===== config.mk =====
export PLATFORM = sky130hd
export DESIGN_NAME = rgb_ccm
export DESIGN_NICKNAME = d
export VERILOG_FILES = /design/src/rtl/ccm_pkg.sv /design/src/rtl/ccm_coef_bank.sv /design/src/rtl/ccm_wb_stage.sv /design/src/rtl/ccm_matrix_stage.sv /design/src/rtl/rgb_ccm.sv
export SDC_FILE = /design/constraint.sdc
export NUM_CORES = 2
export LEC_CHECK = 0
export BUFFER_PORTS_ARGS = -buffer_cell sky130_fd_sc_hd__buf_4
export CAP_MARGIN = 30
export CORE_MARGIN = 1.5
export CORE_UTILIZATION = 34
export CTS_CLUSTER_DIAMETER = 150
export DETAILED_ROUTE_END_ITERATION = 8
export PLACE_DENSITY = 0.54
export SLEW_MARGIN = 10
export SYNTH_ARGS = -nofsm -noshare
export SYNTH_HDL_FRONTEND = slang
export SYNTH_SLANG_ARGS = --single-unit

===== constraint.sdc =====
create_clock -name clk -period 9 [get_ports clk]
set_input_delay 0.45 -clock clk [delete_from_list [all_inputs] [get_ports clk]]
set_output_delay 0.45 -clock clk [all_outputs]
set_load 0.01 [all_outputs]

===== src/rtl/ccm_pkg.sv =====
`timescale 1ns/1ps
package ccm_pkg;
    localparam int PIX_W       = 12;
    localparam int COEF_W      = 10;
    localparam int COEF_FRAC   = 7;
    localparam int WB_W        = 6;
    localparam int WB_FRAC     = 10;
    localparam int WB_MUL_W    = 13;
    localparam int WB_STEP_Q16 = 66990;
    localparam int NCH         = 3;
    localparam int NCOEF       = NCH * NCH;
    localparam int USER_SLOTS  = 4;
    localparam int NPRESET     = 4;
    localparam int IDX_W       = $clog2(USER_SLOTS + NPRESET + 1);
    localparam int SLOT_W      = $clog2(USER_SLOTS);
    localparam int PSEL_W      = $clog2(NPRESET);
    localparam int CFG_AW      = 4;
    localparam int ADDR_WB     = NCOEF;
    localparam int ADDR_BYP    = NCOEF + NCH;
    localparam int UNITY       = 1 << COEF_FRAC;
    localparam int PIX_MAX     = (1 << PIX_W) - 1;
    localparam int WB_PW       = PIX_W + WB_MUL_W + 1;
    localparam int ACC_W       = COEF_W + PIX_W + 3;

    typedef logic [PIX_W-1:0]         pix_t;
    typedef logic signed [COEF_W-1:0] coef_t;
    typedef logic [WB_W-1:0]          wb_code_t;
    typedef logic [WB_MUL_W-1:0]      wb_mul_t;
    typedef struct packed { pix_t r; pix_t g; pix_t b; } rgb_t;
    typedef coef_t [NCOEF-1:0]        mat_t;
    typedef enum logic [1:0] {
        BANK_IDLE   = 2'd0,
        BANK_STORE  = 2'd1,
        BANK_RECALL = 2'd2,
        BANK_RSVD   = 2'd3
    } bank_cmd_t;

    // Gain multiplier for a code: geometric steps of about 0.19 dB from unity.
    function automatic wb_mul_t wb_mult(input int code);
        int m;
        m = 1 << WB_FRAC;
        for (int k = 0; k < code; k++) m = (m * WB_STEP_Q16 + 32768) >>> 16;
        return wb_mul_t'(m);
    endfunction

    function automatic pix_t wb_apply(input pix_t x, input wb_mul_t m);
        logic [WB_PW-1:0] p;
        p = (WB_PW'(x) * WB_PW'(m) + WB_PW'(1 << (WB_FRAC - 1))) >> WB_FRAC;
        return (p > WB_PW'(PIX_MAX)) ? '1 : pix_t'(p);
    endfunction

    function automatic pix_t mat_row(input coef_t c0, input coef_t c1, input coef_t c2,
                                     input pix_t x0, input pix_t x1, input pix_t x2);
        logic signed [ACC_W-1:0] acc;
        acc = ACC_W'(c0) * $signed(ACC_W'(x0))
            + ACC_W'(c1) * $signed(ACC_W'(x1))
            + ACC_W'(c2) * $signed(ACC_W'(x2));
        acc = acc + ACC_W'(UNITY / 2);
        acc = acc >>> COEF_FRAC;
        if (acc < 0) return '0;
        if (acc > ACC_W'(PIX_MAX)) return '1;
        return pix_t'(acc);
    endfunction

    function automatic mat_t identity_mat();
        mat_t m;
        for (int i = 0; i < NCOEF; i++)
            m[i] = (i % (NCH + 1) == 0) ? coef_t'(UNITY) : '0;
        return m;
    endfunction

    function automatic mat_t preset_mat(input int p);
        mat_t m;
        int on_diag, off_diag;
        on_diag  = UNITY;
        off_diag = 0;
        if (p == 2) begin on_diag = 160; off_diag = -16; end
        if (p == 3) begin on_diag = 136; off_diag = -4;  end
        for (int i = 0; i < NCOEF; i++)
            m[i] = coef_t'((i % (NCH + 1) == 0) ? on_diag : off_diag);
        if (p == 0) begin
            m[0] = coef_t'(146);  m[1] = coef_t'(33);   m[2] = coef_t'(-51);
            m[3] = coef_t'(-24);  m[4] = coef_t'(219);  m[5] = coef_t'(-67);
            m[6] = coef_t'(-58);  m[7] = coef_t'(-83);  m[8] = coef_t'(269);
        end
        return m;
    endfunction
endpackage


===== src/rtl/ccm_coef_bank.sv =====
`timescale 1ns/1ps
module ccm_coef_bank
    import ccm_pkg::*;
(
    input  logic                    clk,
    input  logic                    rst,
    input  logic                    cfg_we,
    input  logic [CFG_AW-1:0]       cfg_addr,
    input  logic [COEF_W-1:0]       cfg_data,
    input  logic [1:0]              bank_cmd,
    input  logic [IDX_W-1:0]        bank_idx,
    output mat_t                    act,
    output wb_code_t [NCH-1:0]      wb_codes,
    output logic                    bypass
);
    bank_cmd_t         cmd;
    logic              idx_user, idx_preset, do_store, do_recall, wr_ok;
    logic [SLOT_W-1:0] slot_sel;
    logic [PSEL_W-1:0] pre_sel;
    mat_t              slots   [USER_SLOTS];
    mat_t              presets [NPRESET];
    mat_t              recall_src;

    assign cmd        = bank_cmd_t'(bank_cmd);
    assign idx_user   = (bank_idx != '0) && (bank_idx <= IDX_W'(USER_SLOTS));
    assign idx_preset = (bank_idx > IDX_W'(USER_SLOTS)) && (bank_idx <= IDX_W'(USER_SLOTS + NPRESET));
    assign slot_sel   = SLOT_W'(bank_idx - IDX_W'(1));
    assign pre_sel    = PSEL_W'(bank_idx - IDX_W'(USER_SLOTS + 1));
    assign do_store   = (cmd == BANK_STORE) && idx_user;
    assign do_recall  = (cmd == BANK_RECALL) && (idx_user || idx_preset);
    assign wr_ok      = cfg_we && !(do_store || do_recall);
    assign recall_src = idx_user ? slots[slot_sel] : presets[pre_sel];

    for (genvar p = 0; p < NPRESET; p++) begin : g_preset
        assign presets[p] = preset_mat(p);
    end

    always_ff @(posedge clk) begin
        for (int s = 0; s < USER_SLOTS; s++) begin
            if (rst)
                slots[s] <= identity_mat();
            else if (do_store && slot_sel == SLOT_W'(s))
                slots[s] <= act;
        end
    end

    always_ff @(posedge clk) begin
        if (rst) begin
            act      <= identity_mat();
            wb_codes <= '0;
            bypass   <= 1'b0;
        end else if (do_recall) begin
            act <= recall_src;
        end else if (wr_ok) begin
            for (int i = 0; i < NCOEF; i++)
                if (cfg_addr == CFG_AW'(i)) act[i] <= coef_t'(cfg_data);
            for (int c = 0; c < NCH; c++)
                if (cfg_addr == CFG_AW'(ADDR_WB + c)) wb_codes[c] <= cfg_data[WB_W-1:0];
            if (cfg_addr == CFG_AW'(ADDR_BYP)) bypass <= cfg_data[0];
        end
    end

    assert_bypass_write_R5: assert property (@(posedge clk) disable iff (rst)
        (cfg_we && cfg_addr == CFG_AW'(ADDR_BYP) && bank_cmd == 2'd0) |=> bypass == $past(cfg_data[0]));
    assert_store_slot_R6: assert property (@(posedge clk) disable iff (rst)
        (bank_cmd == 2'd1 && bank_idx == IDX_W'(1)) |=> slots[0] == $past(act));
    assert_recall_unity_R7: assert property (@(posedge clk) disable iff (rst)
        (bank_cmd == 2'd2 && bank_idx == IDX_W'(USER_SLOTS + 2)) |=> act == identity_mat());
    assert_bad_index_R7: assert property (@(posedge clk) disable iff (rst)
        (bank_cmd == 2'd2 && (bank_idx == '0 || bank_idx > IDX_W'(USER_SLOTS + NPRESET)) && !cfg_we)
        |=> $stable(act));
    assert_write_dropped_R8: assert property (@(posedge clk) disable iff (rst)
        (cfg_we && cfg_addr == CFG_AW'(ADDR_BYP) && bank_cmd == 2'd2 && bank_idx == IDX_W'(1))
        |=> $stable(bypass));
endmodule


===== src/rtl/ccm_wb_stage.sv =====
`timescale 1ns/1ps
module ccm_wb_stage
    import ccm_pkg::*;
(
    input  logic               clk,
    input  logic               rst,
    input  logic               in_valid,
    input  logic               in_line,
    input  rgb_t               in_pix,
    input  wb_code_t [NCH-1:0] codes,
    output logic               s1_valid,
    output logic               s1_line,
    output rgb_t               s1_pix
);
    localparam int LUT_N = 1 << WB_W;

    wb_mul_t lut  [LUT_N];
    pix_t    pin  [NCH];
    pix_t    pout [NCH];

    for (genvar k = 0; k < LUT_N; k++) begin : g_lut
        assign lut[k] = wb_mult(k);
    end

    assign pin[0] = in_pix.r;
    assign pin[1] = in_pix.g;
    assign pin[2] = in_pix.b;

    for (genvar c = 0; c < NCH; c++) begin : g_ch
        assign pout[c] = wb_apply(pin[c], lut[codes[c]]);
    end

    always_ff @(posedge clk) begin
        if (rst) begin
            s1_valid <= 1'b0;
            s1_line  <= 1'b0;
            s1_pix   <= '0;
        end else begin
            s1_valid <= in_valid;
            s1_line  <= in_line;
            s1_pix   <= '{r: pout[0], g: pout[1], b: pout[2]};
        end
    end

    assert_unity_gain_R2: assert property (@(posedge clk) disable iff (rst)
        (codes[0] == '0 && codes[2] == '0) |=> (s1_pix.r == $past(in_pix.r) && s1_pix.b == $past(in_pix.b)));
endmodule


===== src/rtl/ccm_matrix_stage.sv =====
`timescale 1ns/1ps
module ccm_matrix_stage
    import ccm_pkg::*;
(
    input  logic clk,
    input  logic rst,
    input  logic s1_valid,
    input  logic s1_line,
    input  rgb_t s1_pix,
    input  mat_t coefs,
    input  logic bypass,
    output logic out_valid,
    output logic out_line,
    output rgb_t out_pix
);
    pix_t pin  [NCH];
    pix_t mout [NCH];

    assign pin[0] = s1_pix.r;
    assign pin[1] = s1_pix.g;
    assign pin[2] = s1_pix.b;

    for (genvar row = 0; row < NCH; row++) begin : g_row
        assign mout[row] = mat_row(coefs[row*NCH], coefs[row*NCH+1], coefs[row*NCH+2],
                                   pin[0], pin[1], pin[2]);
    end

    always_ff @(posedge clk) begin
        if (rst) begin
            out_valid <= 1'b0;
            out_line  <= 1'b0;
            out_pix   <= '0;
        end else begin
            out_valid <= s1_valid;
            out_line  <= s1_line;
            out_pix   <= bypass ? s1_pix : '{r: mout[0], g: mout[1], b: mout[2]};
        end
    end

    assert_bypass_pass_R4: assert property (@(posedge clk) disable iff (rst)
        bypass |=> out_pix == $past(s1_pix));
    assert_identity_pass_R3: assert property (@(posedge clk) disable iff (rst)
        (!bypass && coefs == identity_mat()) |=> out_pix == $past(s1_pix));
endmodule


===== src/rtl/rgb_ccm.sv =====
`timescale 1ns/1ps
module rgb_ccm
    import ccm_pkg::*;
(
    input  logic                clk,
    input  logic                rst,
    input  logic                in_valid,
    input  logic                in_line,
    input  logic [PIX_W-1:0]    in_r,
    input  logic [PIX_W-1:0]    in_g,
    input  logic [PIX_W-1:0]    in_b,
    input  logic                cfg_we,
    input  logic [CFG_AW-1:0]   cfg_addr,
    input  logic [COEF_W-1:0]   cfg_data,
    input  logic [1:0]          bank_cmd,
    input  logic [IDX_W-1:0]    bank_idx,
    output logic                out_valid,
    output logic                out_line,
    output logic [PIX_W-1:0]    out_r,
    output logic [PIX_W-1:0]    out_g,
    output logic [PIX_W-1:0]    out_b
);
    mat_t              coefs;
    wb_code_t [NCH-1:0] codes;
    logic              bypass;
    logic              s1_valid, s1_line;
    rgb_t              in_pix, s1_pix, out_pix;
    logic [1:0]        since_rst;

    assign in_pix = '{r: in_r, g: in_g, b: in_b};

    ccm_coef_bank u_bank (
        .clk(clk), .rst(rst), .cfg_we(cfg_we), .cfg_addr(cfg_addr), .cfg_data(cfg_data),
        .bank_cmd(bank_cmd), .bank_idx(bank_idx),
        .act(coefs), .wb_codes(codes), .bypass(bypass)
    );

    ccm_wb_stage u_wb (
        .clk(clk), .rst(rst), .in_valid(in_valid), .in_line(in_line), .in_pix(in_pix),
        .codes(codes), .s1_valid(s1_valid), .s1_line(s1_line), .s1_pix(s1_pix)
    );

    ccm_matrix_stage u_mat (
        .clk(clk), .rst(rst), .s1_valid(s1_valid), .s1_line(s1_line), .s1_pix(s1_pix),
        .coefs(coefs), .bypass(bypass),
        .out_valid(out_valid), .out_line(out_line), .out_pix(out_pix)
    );

    assign out_r = out_pix.r;
    assign out_g = out_pix.g;
    assign out_b = out_pix.b;

    always_ff @(posedge clk) begin
        if (rst) since_rst <= 2'd0;
        else if (since_rst != 2'd3) since_rst <= since_rst + 2'd1;
    end

    assert_sideband_R1: assert property (@(posedge clk) disable iff (rst)
        (since_rst >= 2'd2) |-> (out_valid == $past(in_valid, 2) && out_line == $past(in_line, 2)));
endmodule


==> results.json <==
{
  "outcome": "completed",
  "drv_cap": 0,
  "cpMostUsedCell": "ha_1",
  "layout.nets": 10754,
  "track_usage": 0.202,
  "r2r_cells": 30,
  "core-area_sq_um": 236000,
  "rrSetupSlack_ps": 370,
  "drive_gt1_frac": 0.0794,
  "drt_wl_total_microns": 243000,
  "num_rows": 178,
  "whs_path_depth": 2,
  "cts_max_level": 3,
  "skew_ps": 36.8,
  "vias": 61006,
  "synth_seq_cells": 545,
  "critPathSlowestCell": "dfxtp_1",
  "grt-ovfl-total": 0,
  "met1_usage": 0.274,
  "power_density_nw_per_um2": 161,
  "start_util": 0.342,
  "post_cts_buffers": 0,
  "viasPerCell": 5.16,
  "critPathKind": "flop to flop",
  "clock_latency_ps": 700,
  "grtUsageMet3": 0.0318,
  "relSlewSlack": 0.321,
  "drt-initial-drc-count": 4283,
  "hpwl_microns": 188000,
  "fillers": 23861,
  "finalMaxSlewViolations": 0,
  "crit_required_ps": 9570,
  "antenna_left": 0,
  "cts_sinks": 545,
  "cp_max_fo": 12,
  "synth_area_sq_um": 80700,
  "cp_slowest_stage_delay_ps": 780,
  "routabilityCongestion": 0.878,
  "finish.utilization": 0.376,
  "setup-violations-final": 0,
  "tightest_slew_ps": 1020,
  "hold_viol_final": 0,
  "cts_root_buffer": "clkbuf_16",
  "r2r-start": "u_bank.act[3]$_SDFFE_PP0P_",
  "grt_antenna_before_repair": 24,
  "syn_nets": 10789,
  "grt_max_degree": 133,
  "synth_area_per_cell_sq_um": 9.34,
  "top_usage_layer": "met2",
  "ys_seq_area_frac": 0.180,
  "io_buffers": 98,
  "synth_edf_count": 360,
  "clk_path_buf_depth": 3,
  "crit_path_end_kind": "flop",
  "fin_tns_setup_ps": 0,
  "drt-pass1-iter-count": 8,
  "post-route-min-period_ps": 8630,
  "die_w_microns": 490,
  "cp-start-kind": "flop",
  "drc": 0,
  "final_cells": 11820,
  "ys.warnings.count": 0,
  "vdd_ir_drop_max_mv": 0.221,
  "cts_buffers": 70,
  "min_path_type": "primary input to flop",
  "wl_per_cell_microns": 20.5,
  "grt_pass1_vias": 63692,
  "arrival_ps": 9200,
  "syn_to_final_growth_pct": 9.76,
  "syn_inst": 8640,
  "r2r-end": "u_mat.out_pix[26]$_SDFF_PP0_",
  "dp.cells": 11677,
  "min-delay-start": "in_line",
  "fmaxAchievable_mhz": 116,
  "ys_async_sr_fraction": 0,
  "post-route-period-util": 0.958,
  "cts_tree": "yes",
  "holdPathEnd": "u_wb.s1_line$_SDFF_PP0_",
  "synth_cell_type_count": 80,
  "met2_usage": 0.330,
  "die_h_microns": 490,
  "die_area_sq_um": 240000,
  "ys.flop_type": "edfxtp_1",
  "total_leakage_power_nw": 44.3,
  "clk_pin_slew_worst_paths_ps": 60,
  "grt_pass1_wl_microns": 379000,
  "io_pins": 99
}
## routing by layer
metal / wire length (microns) / share of wire
met4: 7710 / 0.032
met2: 113000 / 0.46
met3: 15500 / 0.064
met5: 75 / 0.00031
met1: 107000 / 0.44
## repair_timing
| action | 4_1_cts | 5_1_grt |
|---|---|---|
| setup endpoints to repair | 0 | 36 |
| gates resized for setup | 0 | 40 |
| hold buffers | 1 | 0 |
| hold endpoints to repair | 1 | 0 |
## power by group
group,internal [W],switching [W],leakage (nW)
logic,0.00328,0.00490,38.0
clock network,0.00162,0.00127,1.09
registers,0.00287,0.000275,5.22
## worst max-delay path: cells and delay by family, from the launching register on
kind / cells / cell delay [ps]
AO/OA/AOI/OAI: 10 / 2830
XOR/XNOR: 1 / 390
adder cells (fa/ha/maj): 9 / 3380
buffers and inverters: 4 / 370
flip-flops: 1 / 780
multiplexers: 1 / 250
AND/OR/NAND/NOR: 5 / 510
## worst max-delay path by stage
| stage | slack (ps) | startpoint | end |
|---|---|---|---|
| 6_report | 370 | u_bank.act[3]$_SDFFE_PP0P_ | u_mat.out_pix[26]$_SDFF_PP0_ |
| 5_1_grt | -40 | u_bank.act[41]$_SDFFE_PP0P_ | u_mat.out_pix[18]$_SDFF_PP0_ |
| 4_1_cts | 40 | u_bank.act[65]$_SDFFE_PP0P_ | u_mat.out_pix[2]$_SDFF_PP0_ |
| 3_5_place_dp | 80 | u_bank.act[65]$_SDFFE_PP0P_ | u_mat.out_pix[2]$_SDFF_PP0_ |
| 3_3_place_gp | 200 | u_wb.s1_pix[12]$_SDFF_PP0_ | u_mat.out_pix[8]$_SDFF_PP0_ |
| 2_1_floorplan | 670 | u_bank.act[41]$_SDFFE_PP0P_ | u_mat.out_pix[15]$_SDFF_PP0_ |
## stage by stage
stage	worst slack [ps]	hold WS, ps	instance area [sq um]	power [W]
after global routing	-35.9	88.6	88500	0.0154
after global placement	202	433	85900	0.0112
after floorplan	670	414	80700	0.00857
after detailed placement	84.2	440	86000	0.0113
final	375	100	88600	0.0142
after CTS	38.6	74.1	88300	0.0143
## synth_stat cells (175+ instances only)
library cell | instances | share of area
nand2_1 | 1012 | 0.047
clkbuf_1 | 469 | 0.022
and3_1 | 380 | 0.029
fa_1 | 1080 | 0.27
and2_1 | 628 | 0.049
inv_1 | 1408 | 0.066
o21ai_0 | 175 | 0.011
dfxtp_1 | 185 | 0.046
ha_1 | 1008 | 0.16
a21oi_1 | 331 | 0.021
nor2_1 | 279 | 0.013
edfxtp_1 | 360 | 0.13
## flip-flops by register name, indices dropped and copies added (netlist names)
| signal | count |
|---|---|
| u_bank.act | 90 |
| u_bank.bypass | 1 |
| u_bank.slots | 360 |
| u_bank.wb_codes | 18 |
| u_mat.out_line | 1 |
| u_mat.out_pix | 36 |
| u_mat.out_valid | 1 |
| u_wb.s1_line | 1 |
| u_wb.s1_pix | 36 |
| u_wb.s1_valid | 1 |
## final cells by class
cell class | instances | area (sq um) | area share
Multi-Input combinational cell | 6184 | 59200 | 0.669
Sequential cell | 545 | 14500 | 0.164
Inverter | 1416 | 5320 | 0.0601
Tap cell | 3150 | 3940 | 0.0445
Timing Repair Buffer | 388 | 3260 | 0.0368
Clock buffer | 102 | 1940 | 0.0219
Clock inverter | 27 | 320 | 0.00362
Antenna cell | 8 | 20.0 | 0.000226
## cells in the final DEF (no fill, tap or decap), types with 25 or more instances in the layout
| cell type | instances |
|---|---|
| o21ai_0 | 166 |
| xor2_1 | 73 |
| nor2_1 | 277 |
| or3_1 | 29 |
| o21a_1 | 25 |
| nand2_1 | 1010 |
| nand3_1 | 80 |
| dfxtp_1 | 159 |
| nor2b_1 | 109 |
| mux4_2 | 100 |
| clkbuf_1 | 26 |
| nor3_1 | 86 |
| inv_1 | 1408 |
| mux2i_1 | 29 |
| a211oi_1 | 88 |
| a21oi_1 | 330 |
| xnor2_1 | 152 |
| buf_4 | 355 |
| dfxtp_2 | 25 |
| a21o_1 | 75 |
| nand2b_1 | 87 |
| and3_1 | 380 |
| o211ai_1 | 33 |
| a31oi_1 | 31 |
| clkbuf_16 | 71 |
| ha_1 | 1004 |
| and2_1 | 628 |
| edfxtp_1 | 360 |
| fa_1 | 1080 |
## cells by family after synthesis
kind of cell | Yosys count | share of synthesized area
AOI/OAI and AO/OA | 980 | 0.0783
xor gates and xnor gates | 229 | 0.0249
adders and majority gates | 2088 | 0.424
buffers and inverters | 1911 | 0.0890
DFF | 545 | 0.180
muxes | 134 | 0.0323
and+or+nand+nor | 2753 | 0.171
Note: power is estimated with default switching activity, not from simulation.
